$ cat config.mk
export PLATFORM = sky130hd
export DESIGN_NAME = spid_gen_xchg
export DESIGN_NICKNAME = d
export VERILOG_FILES = /design/src/rtl/spid_pkg.sv /design/src/rtl/spid_fifo.sv /design/src/rtl/spid_irq.sv /design/src/rtl/spid_gen_xchg.sv
export SDC_FILE = /design/constraint.sdc
export NUM_CORES = 1
export LEC_CHECK = 0
export BUFFER_PORTS_ARGS = -buffer_cell sky130_fd_sc_hd__buf_4
export CAP_MARGIN = 15
export CELL_PAD_IN_SITES_DETAIL_PLACEMENT = 0
export CELL_PAD_IN_SITES_GLOBAL_PLACEMENT = 1
export CORE_AREA = 2 2 196 198
export CTS_CLUSTER_SIZE = 14
export DETAILED_ROUTE_END_ITERATION = 7
export DIE_AREA = 0 0 198 200
export PLACE_DENSITY = 0.84
export SYNTH_ARGS = -nofsm -noshare
export SYNTH_HDL_FRONTEND = slang
export SYNTH_SLANG_ARGS = --single-unit
$ cat constraint.sdc
create_clock -name clk_i -period 9.9 [get_ports clk_i]
set_input_delay 0 -clock clk_i [delete_from_list [all_inputs] [get_ports clk_i]]
set_output_delay 0 -clock clk_i [all_outputs]
set_load 0.01 [all_outputs]
$ cat src/rtl/spid_pkg.sv
`timescale 1ns/1ps
package spid_pkg;
   localparam int NUM_IRQ  = 12;
   localparam int LEVEL_W  = 16;

   // interrupt source positions
   localparam int IRQ_RX_FULL  = 0;
   localparam int IRQ_RX_WMARK = 1;
   localparam int IRQ_TX_WMARK = 2;
   localparam int IRQ_RX_OVF   = 4;
   localparam int IRQ_TX_UDF   = 5;

   typedef logic [NUM_IRQ-1:0] irq_vec_t;

   // word index of a control register (address bits 5:2)
   typedef enum logic [3:0] {
      RI_ISTATE = 4'd0,
      RI_IEN    = 4'd1,
      RI_ITEST  = 4'd2,
      RI_ALERT  = 4'd3,
      RI_CTRL   = 4'd4,
      RI_CFG    = 4'd5,
      RI_LEVEL  = 4'd6,
      RI_DEPTH  = 4'd7,
      RI_STAT   = 4'd8
   } reg_idx_e;
endpackage

$ cat src/rtl/spid_fifo.sv
`timescale 1ns/1ps
module spid_fifo #(
   parameter int DEPTH   = 16,
   parameter int MAXPUSH = 1,
   localparam int AW = $clog2(DEPTH),
   localparam int CW = AW + 1,
   localparam int PW = $clog2(MAXPUSH + 1)
) (
   input  logic                 clk_i,
   input  logic                 rst_ni,
   input  logic                 clr_i,
   input  logic [PW-1:0]        push_cnt_i,
   input  logic [8*MAXPUSH-1:0] push_data_i,
   input  logic                 pop_i,
   output logic [7:0]           head_o,
   output logic [CW-1:0]        count_o,
   output logic                 full_o,
   output logic                 empty_o
);
   if (DEPTH < 2 || (DEPTH & (DEPTH - 1)) != 0) begin : g_bad_depth
      $error("spid_fifo: DEPTH must be a power of two >= 2");
   end
   if (MAXPUSH < 1 || MAXPUSH > DEPTH) begin : g_bad_push
      $error("spid_fifo: MAXPUSH must lie in 1..DEPTH");
   end

   logic [7:0]    mem [DEPTH];
   logic [AW-1:0] wptr, rptr;
   logic [CW-1:0] cnt, room, accept;
   logic          pop_ok;

   assign pop_ok = pop_i && (cnt != '0);
   // space seen by this cycle's pushes counts a simultaneous pop
   assign room   = CW'(DEPTH) - cnt + CW'(pop_ok);
   assign accept = (CW'(push_cnt_i) > room) ? room : CW'(push_cnt_i);

   always_ff @(posedge clk_i or negedge rst_ni) begin
      if (!rst_ni) begin
         wptr <= '0;
         rptr <= '0;
         cnt  <= '0;
      end else if (clr_i) begin
         wptr <= '0;
         rptr <= '0;
         cnt  <= '0;
      end else begin
         wptr <= wptr + AW'(accept);
         rptr <= rptr + AW'(pop_ok);
         cnt  <= cnt + accept - CW'(pop_ok);
      end
   end

   always_ff @(posedge clk_i) begin
      for (int k = 0; k < MAXPUSH; k++) begin
         if (!clr_i && (k < int'(accept))) begin
            mem[wptr + AW'(k)] <= push_data_i[8*k +: 8];
         end
      end
   end

   assign head_o  = mem[rptr];
   assign count_o = cnt;
   assign full_o  = (cnt == CW'(DEPTH));
   assign empty_o = (cnt == '0);
endmodule

$ cat src/rtl/spid_irq.sv
`timescale 1ns/1ps
module spid_irq #(
   parameter int N = 12
) (
   input  logic         clk_i,
   input  logic         rst_ni,
   input  logic [N-1:0] event_i,
   input  logic [N-1:0] clear_i,
   input  logic [N-1:0] force_i,
   input  logic         en_we_i,
   input  logic [N-1:0] en_wdata_i,
   output logic [N-1:0] state_o,
   output logic [N-1:0] enable_o,
   output logic [N-1:0] intr_o
);
   logic [N-1:0] state_q, enable_q;

   always_ff @(posedge clk_i or negedge rst_ni) begin
      if (!rst_ni) begin
         state_q  <= '0;
         enable_q <= '0;
      end else begin
         // hardware events and forced bits override a software clear
         state_q <= (state_q & ~clear_i) | event_i | force_i;
         if (en_we_i) enable_q <= en_wdata_i;
      end
   end

   for (genvar i = 0; i < N; i++) begin : g_line
      assign intr_o[i] = state_q[i] & enable_q[i];
   end

   assign state_o  = state_q;
   assign enable_o = enable_q;
endmodule

$ cat src/rtl/spid_gen_xchg.sv
`timescale 1ns/1ps
module spid_gen_xchg
   import spid_pkg::*;
#(
   parameter int DEPTH  = 16,
   parameter int ADDR_W = 12,
   localparam int CW     = $clog2(DEPTH) + 1,
   localparam int WIN_BIT = ADDR_W - 1
) (
   input  logic              clk_i,
   input  logic              rst_ni,
   input  logic              spi_byte_valid_i,
   input  logic [7:0]        spi_rx_byte_i,
   output logic [7:0]        spi_tx_byte_o,
   input  logic              reg_we_i,
   input  logic [ADDR_W-1:0] reg_addr_i,
   input  logic [31:0]       reg_wdata_i,
   output logic [31:0]       reg_rdata_o,
   input  logic              rxq_pop_i,
   output logic [7:0]        rxq_data_o,
   output logic              rxq_empty_o,
   output logic [11:0]       intr_o,
   output logic              alert_o
);
   if (DEPTH > 128) begin : g_bad_depth
      $error("spid_gen_xchg: DEPTH must fit the 8-bit depth fields");
   end
   if (ADDR_W < 7) begin : g_bad_addr
      $error("spid_gen_xchg: ADDR_W too small for the register map");
   end

   // ---------------- register decode ----------------
   logic     win_sel, csr_ok, csr_we, win_we;
   reg_idx_e ridx;

   assign win_sel = reg_addr_i[WIN_BIT];
   assign csr_ok  = !win_sel && (reg_addr_i[WIN_BIT-1:6] == '0) && (reg_addr_i[1:0] == 2'b00);
   assign ridx    = reg_idx_e'(reg_addr_i[5:2]);
   assign csr_we  = reg_we_i && csr_ok;
   assign win_we  = reg_we_i && win_sel;

   logic               cfg_lsb_first;
   logic [LEVEL_W-1:0] rx_level, tx_level;
   logic               alert_q;
   logic               tx_clr, rx_clr;

   always_ff @(posedge clk_i or negedge rst_ni) begin
      if (!rst_ni) begin
         cfg_lsb_first <= 1'b0;
         rx_level      <= LEVEL_W'(16'h0080);
         tx_level      <= '0;
         alert_q       <= 1'b0;
      end else begin
         alert_q <= csr_we && (ridx == RI_ALERT) && reg_wdata_i[0];
         if (csr_we && ridx == RI_CFG)   cfg_lsb_first <= reg_wdata_i[2];
         if (csr_we && ridx == RI_LEVEL) {tx_level, rx_level} <= reg_wdata_i;
      end
   end

   assign alert_o = alert_q;
   assign tx_clr  = csr_we && (ridx == RI_CTRL) && reg_wdata_i[16];
   assign rx_clr  = csr_we && (ridx == RI_CTRL) && reg_wdata_i[17];

   // ---------------- TX queue ----------------
   logic [31:0]   tx_bytes;
   logic [7:0]    tx_head;
   logic [CW-1:0] tx_cnt;
   logic          tx_full, tx_empty, tx_pop;

   for (genvar b = 0; b < 4; b++) begin : g_split
      assign tx_bytes[8*b +: 8] = cfg_lsb_first ? reg_wdata_i[8*b +: 8]
                                                : reg_wdata_i[8*(3-b) +: 8];
   end

   assign tx_pop = spi_byte_valid_i && !tx_empty;

   spid_fifo #(.DEPTH(DEPTH), .MAXPUSH(4)) u_txq (
      .clk_i       (clk_i),
      .rst_ni      (rst_ni),
      .clr_i       (tx_clr),
      .push_cnt_i  (win_we ? 3'd4 : 3'd0),
      .push_data_i (tx_bytes),
      .pop_i       (tx_pop),
      .head_o      (tx_head),
      .count_o     (tx_cnt),
      .full_o      (tx_full),
      .empty_o     (tx_empty)
   );

   always_ff @(posedge clk_i or negedge rst_ni) begin
      if (!rst_ni)               spi_tx_byte_o <= 8'h00;
      else if (spi_byte_valid_i) spi_tx_byte_o <= tx_empty ? 8'h00 : tx_head;
   end

   // ---------------- RX queue ----------------
   logic [CW-1:0] rx_cnt, rx_next;
   logic          rx_full, rx_empty, rx_pop_eff, rx_room, rx_ok;

   assign rx_pop_eff = rxq_pop_i && !rx_empty;
   assign rx_room    = !rx_full || rx_pop_eff;
   assign rx_ok      = spi_byte_valid_i && rx_room;
   assign rx_next    = rx_cnt + CW'(rx_ok) - CW'(rx_pop_eff);

   spid_fifo #(.DEPTH(DEPTH), .MAXPUSH(1)) u_rxq (
      .clk_i       (clk_i),
      .rst_ni      (rst_ni),
      .clr_i       (rx_clr),
      .push_cnt_i  (spi_byte_valid_i),
      .push_data_i (spi_rx_byte_i),
      .pop_i       (rxq_pop_i),
      .head_o      (rxq_data_o),
      .count_o     (rx_cnt),
      .full_o      (rx_full),
      .empty_o     (rx_empty)
   );

   assign rxq_empty_o = rx_empty;

   // ---------------- events and interrupts ----------------
   irq_vec_t events, irq_state, irq_en;

   always_comb begin
      events = '0;
      events[IRQ_RX_FULL]  = rx_ok && (rx_next == CW'(DEPTH));
      events[IRQ_RX_WMARK] = rx_ok && (32'(rx_next) > 32'(rx_level));
      events[IRQ_TX_WMARK] = tx_pop && ((32'(tx_cnt) - 32'd1) < 32'(tx_level));
      events[IRQ_RX_OVF]   = spi_byte_valid_i && !rx_room;
      events[IRQ_TX_UDF]   = spi_byte_valid_i && tx_empty;
   end

   spid_irq #(.N(NUM_IRQ)) u_irq (
      .clk_i      (clk_i),
      .rst_ni     (rst_ni),
      .event_i    (events),
      .clear_i    ((csr_we && ridx == RI_ISTATE) ? reg_wdata_i[NUM_IRQ-1:0] : '0),
      .force_i    ((csr_we && ridx == RI_ITEST)  ? reg_wdata_i[NUM_IRQ-1:0] : '0),
      .en_we_i    (csr_we && ridx == RI_IEN),
      .en_wdata_i (reg_wdata_i[NUM_IRQ-1:0]),
      .state_o    (irq_state),
      .enable_o   (irq_en),
      .intr_o     (intr_o)
   );

   // ---------------- read mux ----------------
   always_comb begin
      reg_rdata_o = '0;
      if (csr_ok) begin
         case (ridx)
            RI_ISTATE: reg_rdata_o = 32'(irq_state);
            RI_IEN:    reg_rdata_o = 32'(irq_en);
            RI_CFG:    reg_rdata_o = 32'({cfg_lsb_first, 2'b00});
            RI_LEVEL:  reg_rdata_o = {tx_level, rx_level};
            RI_DEPTH:  reg_rdata_o = {8'h00, 8'(tx_cnt), 8'h00, 8'(rx_cnt)};
            RI_STAT:   reg_rdata_o = {28'h0, tx_empty, tx_full, rx_empty, rx_full};
            default:   reg_rdata_o = '0;
         endcase
      end
   end
endmodule

[After elaboration in Yosys (flattened, before gate mapping)]
Memories as Yosys holds them, arrays and structs flattened.
Index checks and enable logic that the tools add are counted.
Operators by class
  $mul: 0
  magnitude comparators: 9
  shifts and indexed selects: 0
  $add $sub $neg: 18
  bitwise logic cells: 16
  reduce and logical (&&, ||, !) cells: 44
  equal/unequal tests: 11
  mux-type cells: 28
  div/mod/pow operators: 0
Operators by type and width (number)
  32-bit case mux with 6 select lines: 1
  8-bit two-way mux: 5
  32-bit by 16-bit < comparator with 1-bit output: 1
  32-bit two-way mux: 1
  1-bit logical AND: 29
  12-bit two-way mux: 2
  5-bit two-way mux: 4
  4-bit by 3-bit == test with 1-bit output (second input constant): 4
  5-bit by 16-bit > comparator with 1-bit output: 1
  4-bit two-way mux: 4
  5-bit by 1-bit adder with 5-bit output: 3
  5-bit == test (second input constant): 3
  5-bit logical NOT: 3
  1-bit by 5-bit < comparator with 1-bit output (first input constant): 3
  5-bit by 1-bit subtractor with 5-bit output: 3
  1-bit bitwise AND: 12
  12-bit bitwise AND: 1
  12-bit NOT: 1
  12-bit OR: 1
  12-bit by 6-bit OR with 12-bit output: 1
  5-bit adder: 2
  2-bit by 5-bit < comparator with 1-bit output (first input constant): 2
  1-bit two-way mux: 10
  5-bit nonzero test: 2
  16 further kinds: 27
Storage, ports and cells
  bits in read-only memories: 0
  logic and storage cells: 141
  bits in writable memories: 256
  latch bits: 0
  input port bits: 57
  memories kept: 2
  output and inout port bits: 62
  flip-flop bits (word level): 92
Memories
  u_rxq.mem: depth 16, width 8, read ports 1, clocked after Yosys merged registers in 0, write ports 1, RTL line spid_fifo.sv:27  | logic [7:0] mem [DEPTH];
  u_txq.mem: depth 16, width 8, read ports 1, clocked after Yosys merged registers in 0, write ports 4, RTL line spid_fifo.sv:27

[Logic depth before layout (Yosys ltp)]
Gate-level depths: netlist of run 1.
  word-level depth: 11
  gate-level depth with buffers: 24
  mapped depth without buffers: 22

[Hierarchy]
Synthesis of run 1 repeated with hierarchy kept, for this count alone.
Second synthesis, totals
  cell total of the unflattened synthesis: 2054
  area, all modules: 22585.4 sq um
Modules (own cells, without submodules)
  spid_fifo (u_txq): cells each 1276, area an instance 11917.7 sq um, sequential area each 4169.0 sq um, instances 1
  spid_fifo (u_rxq): cells each 316, area an instance 5953.2 sq um, sequential area each 4169.0 sq um, instances 1
  spid_gen_xchg: cells each 377, area an instance 3704.8 sq um, sequential area each 1052.3 sq um, instances 1
  spid_irq: cells each 85, area an instance 1009.7 sq um, sequential area each 600.6 sq um, instances 1

[Least setup slack after synthesis of run 1]
No wires, ideal clock.
  kind: register -> register
  start point: register u_rxq.cnt[2] (netlist: u_rxq.count_o[2])
  end point: memory u_rxq.mem[0][0], enable pin
  path slack: 5.061 ns
  required time: 9.517 ns
  period minus slack after synthesis: 4.839 ns
  stages on the path, launching flop included: 14
  path buffers: 0
  setup time: 0.383 ns
  data arrival time: 4.456 ns
  cells stage by stage: dfrtp_1 > inv_1 > ha_1 > nor4b_1 > nand2b_1 > inv_1 > ha_1 > inv_1 > ha_1 > or3_1 > nor3_1 > mux2i_1 > or4b_2 > nor3_1
On the way
  cells in the longest elaborated chain, start to end: 9
  elaborated cells between the ends (all ways): 10
  classes of those cells: add/sub: 2; order compare: 2; mux: 3; reduce/logical: 3
Ends and longest elaborated chain
  from (decl): RTL line spid_fifo.sv:29  | logic [CW-1:0] cnt, room, accept;
  from (signal assigned): RTL line spid_fifo.sv:49  | cnt <= cnt + accept - CW'(pop_ok);
  parallel branches: the longest is 2 deep, another holds 5-bit subtractor
  5-bit by 1-bit adder with 5-bit output *: RTL line spid_fifo.sv:34  | assign room = CW'(DEPTH) - cnt + CW'(pop_ok);
  1-bit by 5-bit > comparator with 1-bit output: RTL line spid_fifo.sv:35  | assign accept = (CW'(push_cnt_i) > room) ? room : CW'(push_cnt_i);
  5-bit two-way mux *: RTL line spid_fifo.sv:35
  1-bit by 5-bit < comparator with 1-bit output *: RTL line spid_fifo.sv:55  | if (!clr_i && (k < int'(accept))) begin
  1-bit logical AND *: RTL line spid_fifo.sv:55
  1-bit two-way mux *: RTL line spid_fifo.sv:55
  1-bit two-way mux (not written as such) *: RTL line spid_fifo.sv:56  | mem[wptr + AW'(k)] <= push_data_i[8*k +: 8];
  to (decl): RTL line spid_fifo.sv:27
Every way passes the cells marked *.

[Final worst setup path of run 1]
  start point: register u_txq.cnt[1] (netlist: u_txq.count_o[1])
  end point: register u_txq.cnt[4] (netlist: u_txq.count_o[4])
On the way
  cells in the longest elaborated chain, start to end: 10
  elaborated cells between the ends (all ways): 12
  classes of those cells: add/sub: 4; order compare: 1; mux: 2; reduce/logical: 5
Ends and longest elaborated chain
  from (decl): RTL line spid_fifo.sv:29
  from (signal assigned): RTL line spid_fifo.sv:49
  parallel branches: the longest is 8 deep, another holds 5-bit subtractor
  5-bit by 1-bit subtractor with 5-bit output *: RTL line spid_fifo.sv:49
  5-bit two-way mux *: RTL line spid_fifo.sv:42  | end else if (clr_i) begin
Marks and branches as above.
A chain may end at the register's enable or synchronous reset.

==> Flow_metrics.wiki, run 1 <==
{| class="wikitable"
! Metric !! Value
|-
| Max-slew headroom || 28.4%
|-
| Slew Viols, Final || 0
|-
| Cell chain of the critical path || inv_1, ha_1, nand2_1, o21ai_0, ha_1, inv_1, ha_1, xnor2_1, inv_1, ha_1, nand3b_1, and2_1, a21boi_2, or2_2, inv_1, ha_1, inv_1, ha_1, a21o_1, a21oi_1, xnor2_1, nor2_1
|-
| Worst Hold Path Cells || 5
|-
| Fraction of the core area covered by cells at the end of the flow || 62.9%
|-
| Total overflow reported by the global router || 0
|-
| Clock sink count || 348
|-
| Setup repair after global routing missed its margin || no
|-
| Post-CTS setup buffer count || 0
|-
| Port Buffer Count || 118
|-
| Summed area of non-filler cells in the final layout || 0.0235 mm2
|-
| Place WS || 4.50 ns
|-
| Routed wirelength normalized by instance count || 27.8 um
|-
| Kind of path behind the tightest hold check || in2reg
|-
| Launch point of the worst reg-to-reg path || u_txq.count_o[1]$_DFF_PN0_
|-
| Worst setup margin || 4.45 ns
|-
| Hold buffers post-CTS || 53
|-
| Kind of end point of the critical path || register
|-
| Avg Cell Area, Syn || 12.3 um2
|-
| Final WL || 64600 um
|-
| Worst Skew || 0.0295 ns
|-
| Fin Setup TNS || 0 ns
|-
| Proportion of synthesized flip-flops having asynchronous set or reset || 26.4%
|-
| Layout cell share with drive strength beyond 1 || 22.6%
|-
| Slew at the pin closest to its max-slew limit || 1.06 ns
|-
| Number of gates resized after CTS || 0
|-
| Kind of critical path || reg2reg
|-
| Slowest stage cell, crit path || sky130_fd_sc_hd__a21boi_2
|-
| Initial antenna violation count || 3
|-
| Crit path time final || 5.45 ns
|-
| Global routing usage summed across all routing layers || 33.1%
|-
| Fillcell total || 2900
|-
| Post-layout total power || 5.90 mW
|-
| Most used DFF post-synth || sky130_fd_sc_hd__edfxtp_1
|-
| Start point of the worst min-delay path || reg_addr_i[10]
|-
| Relative area change from synthesis to final layout || 15.5%
|-
| Number of nets in the layout || 1898
|-
| Data required time of the worst path || 10.33 ns
|-
| CTS Root Cell || sky130_fd_sc_hd__clkbuf_16
|-
| Gate count of the mapped netlist || 1651
|-
| Number of top-level design ports || 119
|-
| Pre-antenna DRT Iters || 6
|-
| Detailed-placement wirelength estimate || 42400 um
|-
| Clock insertion delay at the later pin of the skew report || 0.58 ns
|-
| Max_cap viols || 0
|-
| Register-to-register path setup slack || 4.45 ns
|-
| Iteration-0 DRC count of the detailed router || 1874
|-
| Worst VDD drop || 0.185 mV
|-
| Worst flop-to-flop path endpoint || u_txq.count_o[4]$_DFF_PN0_
|-
| Highest cell delay on the worst timing path || 0.71 ns
|-
| Post-synthesis register bit count || 348
|-
| Max Clk Rate || 183 MHz
|-
| Vias in the first global route || 15490
|-
| Die X-Extent || 198 um
|-
| Tcrit/Tclk final || 55.1%
|-
| Most common cell type on the critical path || sky130_fd_sc_hd__ha_1
|-
| Leakage Power || 8.90 nW
|-
| Power density cells || 251 mW/mm2
|-
| Worst setup SP type || register
|-
| Endpoint arrival time on the critical path || 5.89 ns
|-
| Count of unique library cells instantiated by Yosys || 75
|-
| Global-route wire length before repair || 96300 um
|-
| Post-DP Area || 0.0217 mm2
|-
| Num rows || 71
|-
| End point of the most critical hold path || u_txq.rptr[0]$_DFF_PN0_
|-
| Post-DR vias/cell || 6.69
|-
| Number of cells on the worst reg-to-reg path || 22
|-
| Yosys warning total || 0
|-
| Initial standard-cell utilization of the core || 54.4%
|-
| Final ANT Viol Nets || 0
|-
| Total number of vias || 15520
|-
| Die height || 200 um
|-
| Placeable core region || 0.0374 mm2
|-
| Number of hold-slack violations in the final timing report || 0
|-
| Final setup violation count || 0
|-
| # H-tree levels || 2
|-
| Top fanout value on the critical path || 16
|-
| Top cell family by delay on the critical path || adder cells
|-
| Routability-driven placement congestion ratio || 0.923
|-
| Clock tree from TritonCTS || built
|-
| Clock transition at path regs || 0.07 ns
|-
| Pin count of the biggest net entering global routing || 72
|-
| Number of buffers and inverters on the critical path || 5
|-
| Die Outline Area || 0.0396 mm2
|-
| Count of flip-flops with a built-in enable after synthesis || 256
|-
| Syn Std Cell Area || 0.0204 mm2
|-
| Cts bufs inserted || 37
|-
| Run status || completed
|-
| Post-detailed-route DRC marker count || 0
|-
| Longest Clk Path Bufs || 3
|-
| Portion of the post-synthesis area used by sequential elements || 49.1%
|}
cell usage after synthesis (4+ instances only):
cell                         n  area (um2)
sky130_fd_sc_hd__nand2_1   155         582
sky130_fd_sc_hd__a222oi_1    5        50.1
sky130_fd_sc_hd__xnor2_1    19         166
sky130_fd_sc_hd__mux2_2     69         777
sky130_fd_sc_hd__and2_1     46         288
sky130_fd_sc_hd__a211o_1     4        35.0
sky130_fd_sc_hd__mux2i_1   139        1390
sky130_fd_sc_hd__o22a_1      7        61.3
sky130_fd_sc_hd__a21oi_1    31         155
sky130_fd_sc_hd__o21a_1      5        37.5
sky130_fd_sc_hd__nand3b_1    7        52.6
sky130_fd_sc_hd__edfxtp_1  256        7690
sky130_fd_sc_hd__or3_1       9        56.3
sky130_fd_sc_hd__o221ai_1  111         972
sky130_fd_sc_hd__nor4b_1     4        35.0
sky130_fd_sc_hd__mux4_2     80        1800
sky130_fd_sc_hd__xor2_1     15         131
sky130_fd_sc_hd__buf_1      17        63.8
sky130_fd_sc_hd__a22o_1     15         131
sky130_fd_sc_hd__nand4_1    11        68.8
sky130_fd_sc_hd__nand2b_1   17         106
sky130_fd_sc_hd__nor2_1     71         267
sky130_fd_sc_hd__nand3_1    48         240
sky130_fd_sc_hd__o211ai_2    5        62.6
sky130_fd_sc_hd__and3_1      5        31.3
sky130_fd_sc_hd__dfrtp_1    91        2280
sky130_fd_sc_hd__inv_1      64         240
sky130_fd_sc_hd__nor3_1     29         145
sky130_fd_sc_hd__o211ai_1    8        60.1
sky130_fd_sc_hd__clkbuf_1   79         297
sky130_fd_sc_hd__nor3b_1     5        37.5
sky130_fd_sc_hd__o21ai_0    16        80.1
sky130_fd_sc_hd__ha_1       59         738
sky130_fd_sc_hd__fa_1        5         100
sky130_fd_sc_hd__or2_2       6        37.5
sky130_fd_sc_hd__a21o_1      9        67.6
sky130_fd_sc_hd__buf_2      27         135
sky130_fd_sc_hd__a221oi_1   10        87.6
sky130_fd_sc_hd__nor3_2     10         100
sky130_fd_sc_hd__nor4_1      8        50.1
sky130_fd_sc_hd__nor2b_1     7        43.8
sky130_fd_sc_hd__a22oi_1    16         120
routing by layer:
| layer | GRT usage [%] | vias to the layer above | part of all wire [%] |
|---|---|---|---|
| li1 | - | 6655 | - |
| met1 | 42.8 | 7737 | 39 |
| met2 | 53.7 | 903 | 47 |
| met3 | 8.79 | 223 | 9.7 |
| met4 | 13.0 | 2 | 4.3 |
| met5 | 0 | - | 0.020 |
logic make-up (layout without fill, tap and decap cells):
| logic type | after synthesis | in the layout | share of synthesized area, % |
|---|---|---|---|
| AOI/OAI and AO/OA | 272 | 272 | 10.8 |
| xor gates and xnor gates | 34 | 34 | 1.46 |
| adders and majority gates | 64 | 64 | 4.12 |
| buffers and inverters | 192 | 344 | 3.83 |
| DFF | 348 | 348 | 49.1 |
| muxes | 288 | 288 | 19.5 |
| other | 2 | 7 | 0.0369 |
| and+or+nand+nor | 451 | 451 | 11.2 |
cell type report:
class | instances | area, um2 | share of cell area, %
flip-flops and latches | 348 | 9990 | 42.5
multi-input cells | 1114 | 9670 | 41.1
repair buffers | 211 | 1750 | 7.43
clock buffers | 45 | 956 | 4.06
well taps | 511 | 639 | 2.72
clock inverters | 23 | 262 | 1.11
inverters | 65 | 244 | 1.04
diodes | 2 | 5.00 | 0.0213
worst max-delay path by stage:
stage | from | to | slack (ns) | cells after the start
2_1_floorplan | u_rxq.count_o[2]$_DFF_PN0_ | u_rxq.mem[0][0]$_DFFE_PP_ | 5.06 | 13
3_3_place_gp | u_rxq.count_o[2]$_DFF_PN0_ | u_rxq.mem[0][2]$_DFFE_PP_ | 4.73 | 13
3_5_place_dp | u_rxq.count_o[2]$_DFF_PN0_ | u_rxq.mem[0][4]$_DFFE_PP_ | 4.50 | 13
4_1_cts | u_rxq.count_o[2]$_DFF_PN0_ | u_rxq.mem[0][5]$_DFFE_PP_ | 4.46 | 13
5_1_grt | u_txq.count_o[1]$_DFF_PN0_ | u_txq.count_o[4]$_DFF_PN0_ | 4.11 | 22
6_report | u_txq.count_o[1]$_DFF_PN0_ | u_txq.count_o[4]$_DFF_PN0_ | 4.45 | 22
sequential cells by signal (all words and copies together) (netlist names):
| register | cells |
|---|---|
| u_rxq.mem | 128 |
| u_txq.mem | 128 |
| rx_level | 16 |
| tx_level | 16 |
| u_irq.enable_o | 12 |
| u_irq.state_o | 12 |
| spi_tx_byte_o | 8 |
| u_rxq.count_o | 5 |
| u_txq.count_o | 5 |
| u_rxq.rptr | 4 |
| u_rxq.wptr | 4 |
| u_txq.rptr | 4 |
| u_txq.wptr | 4 |
| alert_o | 1 |
| cfg_lsb_first | 1 |
power breakdown:
part / internal [mW] / switching, mW
clock: 0.804 / 0.617
sequential: 1.89 / 0.244
combinational: 1.05 / 1.30
metrics by stage:
step,instances,hold slack [ns]
3_3_place_gp,2193,-0.0922
4_1_cts,2314,0.00398
6_report,2319,0.0362
3_5_place_dp,2193,-0.0877
2_1_floorplan,1654,-0.296
5_1_grt,2317,0.0377
layout by cell type (no fill, tap or decap), drive strengths merged, types with 10 or more instances in the layout:
cell / n
edfxtp: 256
buf: 158
nand2: 155
mux2i: 139
o221ai: 111
dfrtp: 91
mux4: 80
nor2: 71
mux2: 69
inv: 65
ha: 59
dlygate4sd3: 53
nand3: 48
and2: 46
clkbuf: 45
nor3: 40
a21oi: 32
o21ai: 21
xnor2: 19
nand2b: 18
a22oi: 16
clkinv: 16
xor2: 15
a22o: 15
o211ai: 13
nand4: 11
a221oi: 10
worst min-delay path: cells and delay by family:
kind	cells	cell delay [ns]
and+or+nand+nor	3	0.34
buffers and inverters	2	0.22
(Power assumes the default switching activity.)
==> run 2, diff against run 1 <==
- CORE_AREA: 2 2 196 198 -> 2 2 203 205
- DIE_AREA: 0 0 198 200 -> 0 0 205 207
- PLACE_DENSITY: 0.84 -> 0.79
- clock period: 9.9 -> 5.23 ns (I/O delays scaled with it)
==> run 2 against run 1 <==
  * Cell count grew 1.3%
  * Worst hold slack improved by 0.095 ns
  * Cell area up 0.87%
  * Critical path depth is 9 lower
  * Power grew 90%
  * Sequential share of layout area is 0.36 points lower
  * Die area grew 7.2%
  * Core utilization is 4.1 points lower
  * Global-route usage fell by 2.7 points
  * Combinational power rose by 86%
  * Critical endpoint is now u_rxq.mem[1][3]$_DFFE_PP_
==> Flow_metrics.wiki, run 2 (synthesis gave the netlist of run 1 again) <==
{| class="wikitable"
! Metric !! Value
|-
| Worst setup SP type || register
|-
| Number of hold-slack violations in the final timing report || 0 (unchanged)
|-
| Vias in the first global route || 15219 (-1.7%)
|-
| Kind of path behind the tightest hold check || in2reg
|-
| Number of top-level design ports || 119 (unchanged)
|-
| Power density cells || 473 mW/mm2 (+89%)
|-
| Initial standard-cell utilization of the core || 50.4% (-4.0 points)
|-
| Clock sink count || 348 (unchanged)
|-
| WL met2 || 30000 um (-0.84%)
|-
| Slew at the pin closest to its max-slew limit || 1.04 ns (-0.0260 ns)
|-
| Post-DR vias/cell || 6.61 (-1.2%)
|-
| Final setup violation count || 0 (unchanged)
|-
| Clock insertion delay at the later pin of the skew report || 0.56 ns (-0.02 ns)
|-
| Register-to-register path setup slack || 0.26 ns (-4.19 ns)
|-
| Global routing usage summed across all routing layers || 30.4% (-2.7 points)
|-
| Commonest cells after routing, fill and taps aside || sky130_fd_sc_hd__edfxtp_1 (256), sky130_fd_sc_hd__buf_4 (166), sky130_fd_sc_hd__nand2_1 (154)
|-
| Layout cell share with drive strength beyond 1 || 23.8% (+1.3 points)
|-
| Launch point of the worst reg-to-reg path || u_rxq.count_o[2]$_DFF_PN0_
|-
| Met1 Routed Length || 25500 um (+1.3%)
|-
| Setup repair after global routing missed its margin || yes
|-
| Run status || completed
|-
| Slew Viols, Final || 0 (unchanged)
|-
| Max Clk Rate || 201 MHz (+9.6%)
|-
| Crit path time final || 4.97 ns (-0.480 ns)
|-
| Start point of the worst min-delay path || reg_addr_i[2]
|-
| Die height || 207 um (+3.5%)
|-
| Placed insts || 2224 (+1.4%)
|-
| Routability-driven placement congestion ratio || 0.932 (+0.93%)
|-
| Max_cap viols || 0 (unchanged)
|-
| Worst Hold Path Cells || 4 (-1)
|-
| Number of nets in the layout || 1906 (+0.42%)
|-
| Num rows || 74 (+4.2%)
|-
| Top fanout value on the critical path || 8 (-8)
|-
| Total overflow reported by the global router || 0 (unchanged)
|-
| Kind of critical path || reg2reg
|-
| Clock transition at path regs || 0.06 ns (about the same)
|-
| Post-DP Area || 0.0218 mm2 (+0.64%)
|-
| Worst VDD drop || 0.334 mV (+80%)
|-
| Total number of vias || 15530 (+0.064%)
|-
| Cts bufs inserted || 39 (+5.4%)
|-
| Filler-free cell count of the finished design || 2349 (+1.3%)
|-
| Top sig layer || met5
|-
| Commonest non-fill, non-tap cell in the layout || sky130_fd_sc_hd__edfxtp_1
|-
| Pre-antenna DRT Iters || 5 (-1)
|-
| Pin count of the biggest net entering global routing || 63 (-13%)
|-
| Max-slew headroom || 29.3% (+0.86 points)
|-
| Summed area of non-filler cells in the final layout || 0.0237 mm2 (+0.87%)
|-
| DR WL met3 || 5860 um (-6.5%)
|-
| Die Outline Area || 0.0424 mm2 (+7.2%)
|-
| Longest Clk Path Bufs || 3 (unchanged)
|-
| Clock tree from TritonCTS || built
|-
| End point of the most critical hold path || u_irq.state_o[10]$_DFF_PN0_
|-
| Leakage Power || 9.00 nW (+1.1%)
|-
| Iteration-0 DRC count of the detailed router || 1719 (-8.3%)
|-
| Post-detailed-route DRC marker count || 0 (unchanged)
|-
| Port Buffer Count || 118 (unchanged)
|-
| Data required time of the worst path || 5.41 ns (-4.92 ns)
|-
| Final Hold Slack || 0.131 ns (+0.0950 ns)
|-
| Worst flop-to-flop path endpoint || u_rxq.mem[1][3]$_DFFE_PP_
|-
| Endpoint arrival time on the critical path || 5.16 ns (-0.73 ns)
|-
| Biggest regs || u_rxq.mem: 128 flops, u_txq.mem: 128 flops
|-
| Detailed-placement wirelength estimate || 43200 um (+1.8%)
|-
| Global-route wire length before repair || 96700 um (+0.39%)
|-
| Tcrit/Tclk final || 95.1% (+40 points)
|-
| Placeable core region || 0.0404 mm2 (+7.9%)
|-
| Relative area change from synthesis to final layout || 16.5%
|-
| Routed wirelength normalized by instance count || 27.4 um (-1.6%)
|-
| CTS Root Cell || sky130_fd_sc_hd__clkbuf_16
|-
| Die X-Extent || 205 um (+3.5%)
|-
| Final ANT Viol Nets || 0 (unchanged)
|-
| # H-tree levels || 2 (unchanged)
|-
| Kind of end point of the critical path || register
|-
| Final WL || 64300 um (-0.36%)
|-
| Initial antenna violation count || 4 (+1)
|-
| Number of cells on the worst reg-to-reg path || 13 (-41%)
|-
| Worst Skew || 0.0160 ns (-0.0135 ns)
|}
[run 2: worst max path at each step]
| stage | from | endpoint | slack, ns | depth (start not counted) |
|---|---|---|---|---|
| floorplan | u_rxq.count_o[2]$_DFF_PN0_ | u_rxq.mem[0][0]$_DFFE_PP_ | 0.39 | 13 |
| global placement | u_rxq.count_o[2]$_DFF_PN0_ | u_rxq.mem[3][3]$_DFFE_PP_ | 0.49 | 13 |
| detailed placement | u_rxq.count_o[2]$_DFF_PN0_ | u_rxq.mem[3][2]$_DFFE_PP_ | 0.27 | 13 |
| CTS | u_rxq.count_o[2]$_DFF_PN0_ | u_rxq.mem[3][7]$_DFFE_PP_ | 0.23 | 13 |
| global route | u_rxq.count_o[2]$_DFF_PN0_ | u_rxq.mem[3][7]$_DFFE_PP_ | -0.09 | 13 |
| finish | u_rxq.count_o[2]$_DFF_PN0_ | u_rxq.mem[1][3]$_DFFE_PP_ | 0.26 | 13 |
[run 2: cell type report]
class / count / area [um2]
well taps: 532 / 666
fillers: 3296 / 16600
repair buffers: 217 / 1780
diodes: 1 / 2.50
clock inverters: 23 / 218
multi-input cells: 1114 / 9750
inverters: 65 / 244
clock buffers: 49 / 1060
flip-flops and latches: 348 / 9990
[run 2: routing by layer]
layer / global-route usage, % / vias to the layer above
met1: 41.3 / 7758
met4: 12.2 / 4
met5: 0 / -
met2: 48.1 / 880
met3: 6.14 / 229
li1: - / 6659
[run 2: power by group]
group	total, mW	internal, mW	switching, mW
Clock	2.76	1.61	1.15
Sequential	4.09	3.57	0.520
Combinational	4.37	2.00	2.37
[run 2: repair_timing]
| action | CTS | global route |
|---|---|---|
| hold buffers | 50 | 0 |
| setup buffers | 0 | 1 |
| resized for setup | 0 | 10 |
| endpoints found under the hold margin | 218 | 0 |
| setup endpoints to repair | 0 | 91 |
[run 2: worst max-delay path, stage by stage, from the launching register on]
cell and delay [ns]:
sky130_fd_sc_hd__dfrtp_1 0.44, sky130_fd_sc_hd__inv_1 0.15, sky130_fd_sc_hd__ha_1 0.22, sky130_fd_sc_hd__nor4b_1 0.45, sky130_fd_sc_hd__nand2b_1 0.20, sky130_fd_sc_hd__inv_1 0.06, sky130_fd_sc_hd__ha_1 0.32, sky130_fd_sc_hd__inv_1 0.09
sky130_fd_sc_hd__ha_1 0.27, sky130_fd_sc_hd__or3_1 0.31, sky130_fd_sc_hd__nor3_1 0.42, sky130_fd_sc_hd__mux2i_1 0.42, sky130_fd_sc_hd__or4b_2 0.68, sky130_fd_sc_hd__nor2_1 0.57
[run 2: stage by stage]
step | utilization [%] | setup slack (ns) | power, mW | TNS [ns]
after CTS | 58.6 | 0.230 | 11.2 | 0
after global routing | 58.8 | -0.0939 | 11.8 | -1.37
final | 58.8 | 0.257 | 11.2 | 0
after detailed placement | 54.1 | 0.272 | 8.39 | 0
after floorplan | - | 0.391 | 7.07 | 0
after global placement | 54.1 | 0.489 | 8.28 | 0
